==> src/rtl/pmode_pkg.sv <==
package pmode_pkg;

  typedef enum logic [1:0] {
    MODE_SINGLE = 2'b00,
    MODE_EXPAND = 2'b01,
    MODE_RSVD   = 2'b10,
    MODE_MPU    = 2'b11
  } mode_e;

  localparam logic [1:0] MUX_NONE = 2'b00;
  localparam logic [1:0] MUX_ALL  = 2'b11;
  localparam int         SWRST_BIT = 3;

  typedef struct packed {
    logic       bclk_off;
    logic       port_fn;
    logic [1:0] mux;
    logic       style;
    mode_e      mode;
  } cfg_t;

  function automatic cfg_t cfg_reset(input logic strap);
    cfg_t c;
    c = '0;
    c.mode = strap ? MODE_MPU : MODE_SINGLE;
    return c;
  endfunction

  function automatic logic [7:0] cfg_pack(input cfg_t c);
    return {c.bclk_off, c.port_fn, c.mux, 1'b0, c.style, c.mode};
  endfunction

  // Apply an accepted write, rejecting the reserved mode and the
  // entire-space multiplexed bus in microprocessor mode.
  function automatic cfg_t cfg_apply(input cfg_t old, input logic [7:0] w);
    cfg_t c;
    c.bclk_off = w[7];
    c.port_fn  = w[6];
    c.style    = w[2];
    c.mode     = (mode_e'(w[1:0]) == MODE_RSVD) ? old.mode : mode_e'(w[1:0]);
    c.mux      = ((c.mode == MODE_MPU) && (w[5:4] == MUX_ALL)) ? MUX_NONE : w[5:4];
    return c;
  endfunction

endpackage

==> src/rtl/pmode_wr_decode.sv <==
module pmode_wr_decode #(
  parameter int          ADDR_W    = 4,
  parameter logic [ADDR_W-1:0] MODE_ADDR = ADDR_W'(4),
  parameter logic [ADDR_W-1:0] LOCK_ADDR = ADDR_W'(10)
) (
  input  logic              bus_sel,
  input  logic              bus_we,
  input  logic [ADDR_W-1:0] bus_addr,
  output logic              wr_mode,
  output logic              wr_lock,
  output logic              hit_mode,
  output logic              hit_lock
);
  always_comb begin
    hit_mode = (bus_addr == MODE_ADDR);
    hit_lock = (bus_addr == LOCK_ADDR);
    wr_mode  = bus_sel && bus_we && hit_mode;
    wr_lock  = bus_sel && bus_we && hit_lock;
  end
endmodule

==> src/rtl/pmode_field_regs.sv <==
module pmode_field_regs
  import pmode_pkg::*;
#(
  parameter int LOCK_BIT = 1
) (
  input  logic       clk,
  input  logic       rst,
  input  logic       mode_strap,
  input  logic       wr_mode,
  input  logic       wr_lock,
  input  logic [7:0] wdata,
  output cfg_t       cfg_q,
  output logic       lock_q,
  output logic       swrst_q
);
  logic accept;
  assign accept = wr_mode && lock_q && !swrst_q;

  always_ff @(posedge clk) begin
    if (rst || swrst_q) begin
      cfg_q   <= cfg_reset(mode_strap);
      lock_q  <= 1'b0;
      swrst_q <= 1'b0;
    end else begin
      if (accept && wdata[SWRST_BIT]) begin
        swrst_q <= 1'b1;
      end else if (accept) begin
        cfg_q <= cfg_apply(cfg_q, wdata);
      end
      if (wr_lock) begin
        lock_q <= wdata[LOCK_BIT];
      end
    end
  end

  AST_NO_RSVD_MODE: assert property (@(posedge clk) disable iff (rst)
    cfg_q.mode != MODE_RSVD);
  AST_NO_MPU_FULLMUX: assert property (@(posedge clk) disable iff (rst)
    !(cfg_q.mode == MODE_MPU && cfg_q.mux == MUX_ALL));
  AST_LOCKED_HOLD: assert property (@(posedge clk) disable iff (rst)
    (wr_mode && !lock_q && !swrst_q) |=> ($stable(cfg_q) && !swrst_q));
  AST_SWRST_ONE_CYCLE: assert property (@(posedge clk) disable iff (rst)
    swrst_q |=> !swrst_q);
  AST_SWRST_RESTORE: assert property (@(posedge clk) disable iff (rst)
    swrst_q |=> (cfg_q == cfg_reset($past(mode_strap)) && !lock_q));
endmodule

==> src/rtl/pmode_out_decode.sv <==
module pmode_out_decode
  import pmode_pkg::*;
#(
  parameter int LOCK_BIT = 1
) (
  input  cfg_t       cfg_q,
  input  logic       lock_q,
  input  logic       hit_mode,
  input  logic       hit_lock,
  output logic [7:0] rdata,
  output logic [1:0] mode_o,
  output logic       strobe_style_o,
  output logic [1:0] mux_space_o,
  output logic       addr_pins_o,
  output logic       bclk_oe_o
);
  always_comb begin
    rdata = '0;
    if (hit_mode) begin
      rdata = cfg_pack(cfg_q);
    end else if (hit_lock) begin
      rdata[LOCK_BIT] = lock_q;
    end
    mode_o         = cfg_q.mode;
    strobe_style_o = cfg_q.style;
    mux_space_o    = cfg_q.mux;
    addr_pins_o    = ((cfg_q.mode == MODE_EXPAND) || (cfg_q.mode == MODE_MPU)) && !cfg_q.port_fn;
    bclk_oe_o      = !cfg_q.bclk_off;
  end
endmodule

==> src/rtl/pmode_ctrl.sv <==
module pmode_ctrl
  import pmode_pkg::*;
#(
  parameter int                ADDR_W    = 4,
  parameter logic [ADDR_W-1:0] MODE_ADDR = ADDR_W'(4),
  parameter logic [ADDR_W-1:0] LOCK_ADDR = ADDR_W'(10),
  parameter int                LOCK_BIT  = 1
) (
  input  logic              clk,
  input  logic              rst,
  input  logic              mode_strap,
  input  logic              bus_sel,
  input  logic              bus_we,
  input  logic [ADDR_W-1:0] bus_addr,
  input  logic [7:0]        bus_wdata,
  output logic [7:0]        bus_rdata,
  output logic [1:0]        mode_o,
  output logic              strobe_style_o,
  output logic [1:0]        mux_space_o,
  output logic              addr_pins_o,
  output logic              bclk_oe_o,
  output logic              swreset_o
);
  logic wr_mode, wr_lock, hit_mode, hit_lock;
  logic lock_q, swrst_q;
  cfg_t cfg_q;

  pmode_wr_decode #(
    .ADDR_W(ADDR_W), .MODE_ADDR(MODE_ADDR), .LOCK_ADDR(LOCK_ADDR)
  ) u_dec (
    .bus_sel(bus_sel), .bus_we(bus_we), .bus_addr(bus_addr),
    .wr_mode(wr_mode), .wr_lock(wr_lock), .hit_mode(hit_mode), .hit_lock(hit_lock)
  );

  pmode_field_regs #(.LOCK_BIT(LOCK_BIT)) u_regs (
    .clk(clk), .rst(rst), .mode_strap(mode_strap),
    .wr_mode(wr_mode), .wr_lock(wr_lock), .wdata(bus_wdata),
    .cfg_q(cfg_q), .lock_q(lock_q), .swrst_q(swrst_q)
  );

  pmode_out_decode #(.LOCK_BIT(LOCK_BIT)) u_out (
    .cfg_q(cfg_q), .lock_q(lock_q), .hit_mode(hit_mode), .hit_lock(hit_lock),
    .rdata(bus_rdata), .mode_o(mode_o), .strobe_style_o(strobe_style_o),
    .mux_space_o(mux_space_o), .addr_pins_o(addr_pins_o), .bclk_oe_o(bclk_oe_o)
  );

  assign swreset_o = swrst_q;

  AST_ADDR_PINS_SINGLE: assert property (@(posedge clk) disable iff (rst)
    (mode_o == 2'b00) |-> !addr_pins_o);
  AST_BIT3_READS_ZERO: assert property (@(posedge clk) disable iff (rst)
    (bus_addr == MODE_ADDR) |-> !bus_rdata[SWRST_BIT]);
endmodule

==> config.mk <==
export PLATFORM = sky130hd
export DESIGN_NAME = pmode_ctrl
export DESIGN_NICKNAME = d
export VERILOG_FILES = /design/src/rtl/pmode_pkg.sv /design/src/rtl/pmode_wr_decode.sv /design/src/rtl/pmode_field_regs.sv /design/src/rtl/pmode_out_decode.sv /design/src/rtl/pmode_ctrl.sv
export SDC_FILE = /design/constraint.sdc
export NUM_CORES = 1
export LEC_CHECK = 0
export BUFFER_PORTS_ARGS = -buffer_cell sky130_fd_sc_hd__buf_2
export CORE_MARGIN = 5
export CORE_UTILIZATION = 41
export DETAILED_ROUTE_END_ITERATION = 8
export GPL_TIMING_DRIVEN = 1
export PLACE_DENSITY = 0.76
export SETUP_SLACK_MARGIN = 0.02
export SLEW_MARGIN = 30
export SYNTH_ARGS = -nofsm -noshare
export SYNTH_HDL_FRONTEND = slang
export SYNTH_SLANG_ARGS = --single-unit
==> constraint.sdc <==
create_clock -name clk -period 1.65 [get_ports clk]
set_clock_uncertainty 0.2 [all_clocks]
set_input_delay 0.0825 -clock clk [delete_from_list [all_inputs] [get_ports clk]]
set_output_delay 0.0825 -clock clk [all_outputs]
set_load 0.05 [all_outputs]
Word-level counts from Yosys, hierarchy flattened
Cells that the tools add are included.

Register bits after elaboration: 9. Output and inout port bits: 16.

Equality and inequality tests: 8. Multiplexer cells: 10. Bitwise logic cells: 1. Reductions and logical operators: 16.

Operators by type and width (number): 2-to-1 mux 2 bit (6); == test 2 bit, second input constant (4); logical AND 1 bit (8); 2-to-1 mux 6 bit (1); == test 4 x 3 -> 1 bit, second input constant (1); == test 4 bit, second input constant (1); AND reduction 2 bit (2); logical NOT 1 bit (3); 2-to-1 mux 1 bit (3); == test 2 x 1 -> 1 bit, second input constant (1); logical OR 1 bit (2); inequality test 2 x 1 -> 1 bit, second input constant (1); nonzero test 2 bit (1); NOT 1 bit (1).

Longest topological paths before layout
Depth after elaboration: 7. Depth in mapped cells: 4.

Cells and area by module
From an unflattened synthesis, not the netlist that was laid out.

Cell total of the unflattened synthesis: 61. Area total of the unflattened synthesis: 543.0 um2.

Modules (own cells, without submodules): pmode_field_regs (times used 1, cells an instance 39, area an instance 385.4 um2); pmode_out_decode (times used 1, cells an instance 18, area an instance 108.9 um2); pmode_wr_decode (times used 1, cells an instance 4, area an instance 48.8 um2).

Worst setup path before layout
No wires, ideal clock.

Path kind: register -> register. Start: register u_regs.swrst_q. End: register, netlist name u_regs.cfg_q[0]. Library setup time: 299 ps. Data arrival time: 1082 ps. Data required time: 1151 ps. Path slack: 69 ps. Stages on the path, launching flop included: 4. Period minus slack after synthesis: 1581 ps. Cell sequence: dfxtp_1 nor2_1 clkbuf_1 nand2_1.

Cells in the longest elaborated chain, start to end: 5. Elaborated cells between the ends (all ways): 7.

RTL lines: from (decl) (line pmode_field_regs.sv:14) `output logic swrst_q`; from (signal assigned) (line pmode_field_regs.sv:23) `swrst_q <= 1'b0;`; from (signal assigned) (line pmode_field_regs.sv:26) `swrst_q <= 1'b1;`; logical NOT 1 bit (line pmode_field_regs.sv:17) `assign accept = wr_mode && lock_q && !swrst_q;`; logical AND 1 bit (line pmode_field_regs.sv:17); logical AND 1 bit (line pmode_field_regs.sv:25) `if (accept && wdata[SWRST_BIT]) begin`; inequality test 2 x 1 -> 1 bit (no source line); AND reduction 2 bit (no source line) *.

Mark *: on every way between the ends. The rest lies on a longest branch, timed or not. A chain may end at the register's enable or synchronous reset.

Worst setup path in the final report
Start: register, netlist name u_regs.cfg_q[1]. End: output bus_rdata[1].

Cells in the longest elaborated chain, start to end: 1.

RTL lines: 2-to-1 mux 1 bit (line pmode_out_decode.sv:19) `if (hit_mode) begin`; to (decl) (line pmode_ctrl.sv:16) `output logic [7:0] bus_rdata,`.

No other way between the ends.

==> flow_summary.toml <==
[sta]
timing_max_transition_violations_final = 0
setup_tns_ns = 0
period_minus_slack_ns = 1.47
period_share_pct = 88.8
timing_hold_violations_final = 0
setup_repair_after_global_routing_missed_its_margin = "false"
setup-violations-final = 0
fmaxAchievable_mhz = 682

[drt]
wirelength_mm = 1.51
drcViolationCount = 0
drt_iter0_markers = 5
first_pass_iters = 2
vias_per_cell = 4.98
wire_per_inst_um = 12.5
postRouteAntennaNets = 0
routed-via-count = 602

[grt]
number_of_global_route_vias_before_repair = 604
grt.overflow.total = 0
grt_max_degree = 13
grt_first_pass_wirelength_mm = 2.53
antenna_found_initial = 0
track_usage_pct = 16.3

[placement]
placed_cells_incl_taps = 105
hpwl_mm = 1.10
io_buffers = 31
gp_congestion = 0.724

[run_status]
result_of_the_run = "finished clean"

[layout]
share_of_final_layout_standard_cells_stronger_than_drive_strength_1_pct = 43.4
layout.nets = 124
insertedDiodeCount = 0
final-instance-count-excl-fill = 121
area_delta_synth_final_pct = 52.0
finish.utilization_pct = 66.1

[setup_path]
worst-path-max-fanout = 4
crit_chain = "nand4bb_1 > a21oi_1 > buf_2"
critical_path_class = "register to primary output"
critical-path-slowest-cell = "sky130_fd_sc_hd__edfxtp_1"
worst_ep_required_time_ns = 1.37
timing.critical_path.arrival_ns = 1.18
max_stage_delay_ns = 0.40
cp-start-kind = "register"
cp_capture_type = "primary output"

[yosys]
synth_top_flop_cell = "sky130_fd_sc_hd__dfxtp_1"
ys_seq_area_share_pct = 35.4
synth.largest_area_cell = "sky130_fd_sc_hd__dfxtp_1"
synthCells = 63
syn-num-nets = 80
ys_top_cells_by_count = "sky130_fd_sc_hd__nand2_1, sky130_fd_sc_hd__dfxtp_1, sky130_fd_sc_hd__and2_2"
syn_area_sq_um = 566
synth_top_cell_area_share_pct = 24.8
post_synthesis_sequential_element_count = 9
synth.avg_cell_area_sq_um = 8.98
synth_warn = 0
top_count_cell_post_synth = "sky130_fd_sc_hd__nand2_1"
synth_edf_count = 2
synth.lib_cells_used.distinct = 24
synth-async-reset-ratio_pct = 0
ys_top_cells_by_area = "sky130_fd_sc_hd__dfxtp_1, sky130_fd_sc_hd__edfxtp_1, sky130_fd_sc_hd__mux2i_1"

[clocking]
number_of_buffers_created_by_cts = 3
tritoncts = "done"
clock_pin_slew_reported_for_the_worst_setup_and_hold_paths_after_clock_tree_synthesis_ns = 0.07
h-tree-depth = 1
cts_sinks = 9
clk_root_buffer_cell = "sky130_fd_sc_hd__clkbuf_4"
cts_resized = 0
clock_tree.buffer_depth = 2
clk-insertion-delay-late_ns = 0.27

[floorplan]
design.portCount = 33
fp.dieW_um = 47.1
design.core.area_sq_um = 1300
placementRows = 13
initial_utilization_pct = 43.5
floorplan.die.height_um = 47.1
total_die_area_sq_um = 2220

[flow_run]
max_cap_viol_count = 0

[power]
pwr_density_cell_nw_per_um2 = 615
irDropWorstVdd_mv = 0.392
leakagePower_nw = 0.434

[min_path]
hold_path_class = "primary input to register"
[power by group]
group | switching (W) | internal [W] | leakage [nW]
Combinational | 0.0000631 | 0.0000509 | 0.343
Sequential | 0.00000390 | 0.000230 | 0.0762
Clock | 0.0000871 | 0.0000936 | 0.0150
[layout by cell type, fill, tap and decap left out, types with 2 or more instances in the layout]
master and instances:
sky130_fd_sc_hd__mux2i_1 5, sky130_fd_sc_hd__buf_4 2, sky130_fd_sc_hd__o211ai_1 2, sky130_fd_sc_hd__buf_2 31
sky130_fd_sc_hd__dfxtp_1 7, sky130_fd_sc_hd__o21ai_0 3, sky130_fd_sc_hd__clkbuf_4 3, sky130_fd_sc_hd__and2_2 6
sky130_fd_sc_hd__nor2_1 2, sky130_fd_sc_hd__dlygate4sd3_1 12, sky130_fd_sc_hd__nand2_1 13, sky130_fd_sc_hd__edfxtp_1 2
sky130_fd_sc_hd__a21oi_1 4
[timing repair]
item	CTS	global route
hold buffers	12	0
hold endpoints to repair	9	0
setup buffers	0	0
[registers in the layout, indices dropped and copies added (netlist names)]
name	count
u_regs.cfg_q	7
u_regs.swrst_q	1
u_regs.lock_q	1
[final timing paths]
path,start,to,slack (ns),depth (start not counted)
setup / recovery,u_regs.cfg_q[1],bus_rdata[1],0.18,3
setup reg to reg,u_regs.lock_q,u_regs.cfg_q[1],0.31,3
hold reg to reg,u_regs.cfg_q[4],u_regs.cfg_q[4],0.27,2
hold / removal,bus_wdata[0],u_regs.cfg_q[0],0.02,3
[per-layer routing]
layer	global-route usage (%)	part of all wire (%)	vias up	routed length (um)
met4	8.29	1.5	0	23
met2	27.6	49	24	733
li1	-	-	300	-
met3	4.60	7.9	3	120
met5	0	0	-	0
met1	18.5	42	275	634
[cells by family (layout without fill, tap and decap cells)]
group	after synthesis	in the layout	share of synthesized area, %
buf+inv	7	50	7.96
compound gates	10	10	10.2
simple gates	31	31	37.0
flops	9	9	35.4
other cells	1	1	0.663
mux	5	5	8.85
[layout make-up]
| class | count | area [sq um] |
|---|---|---|
| Timing Repair Buffer | 45 | 290 |
| Tap cell | 15 | 18.8 |
| Multi-Input combinational cell | 47 | 320 |
| Clock buffer | 4 | 26.3 |
| Inverter | 1 | 3.75 |
| Fill cell | 115 | 442 |
| Sequential cell | 9 | 200 |
[worst max-delay path, delay by kind of cell, from the launching register on]
| kind | cells | cell delay [ns] |
|---|---|---|
| AOI/OAI and AO/OA | 1 | 0.12 |
| buffers and inverters | 1 | 0.27 |
| and+or+nand+nor | 1 | 0.12 |
| DFF | 1 | 0.40 |
[through the flow]
stage          worst slack (ns)  area, sq um  hold slack, ns  power [W]
5_1_grt                   0.130          860          0.0376   0.000555
4_1_cts                   0.179          860          0.0310   0.000531
3_5_place_dp              0.205          713           0.131   0.000330
6_report                  0.185          860          0.0221   0.000528
2_1_floorplan            0.0692          566          0.0213   0.000296
3_3_place_gp              0.227          713           0.128   0.000328
No activity file was read; power rests on OpenSTA's default activity.
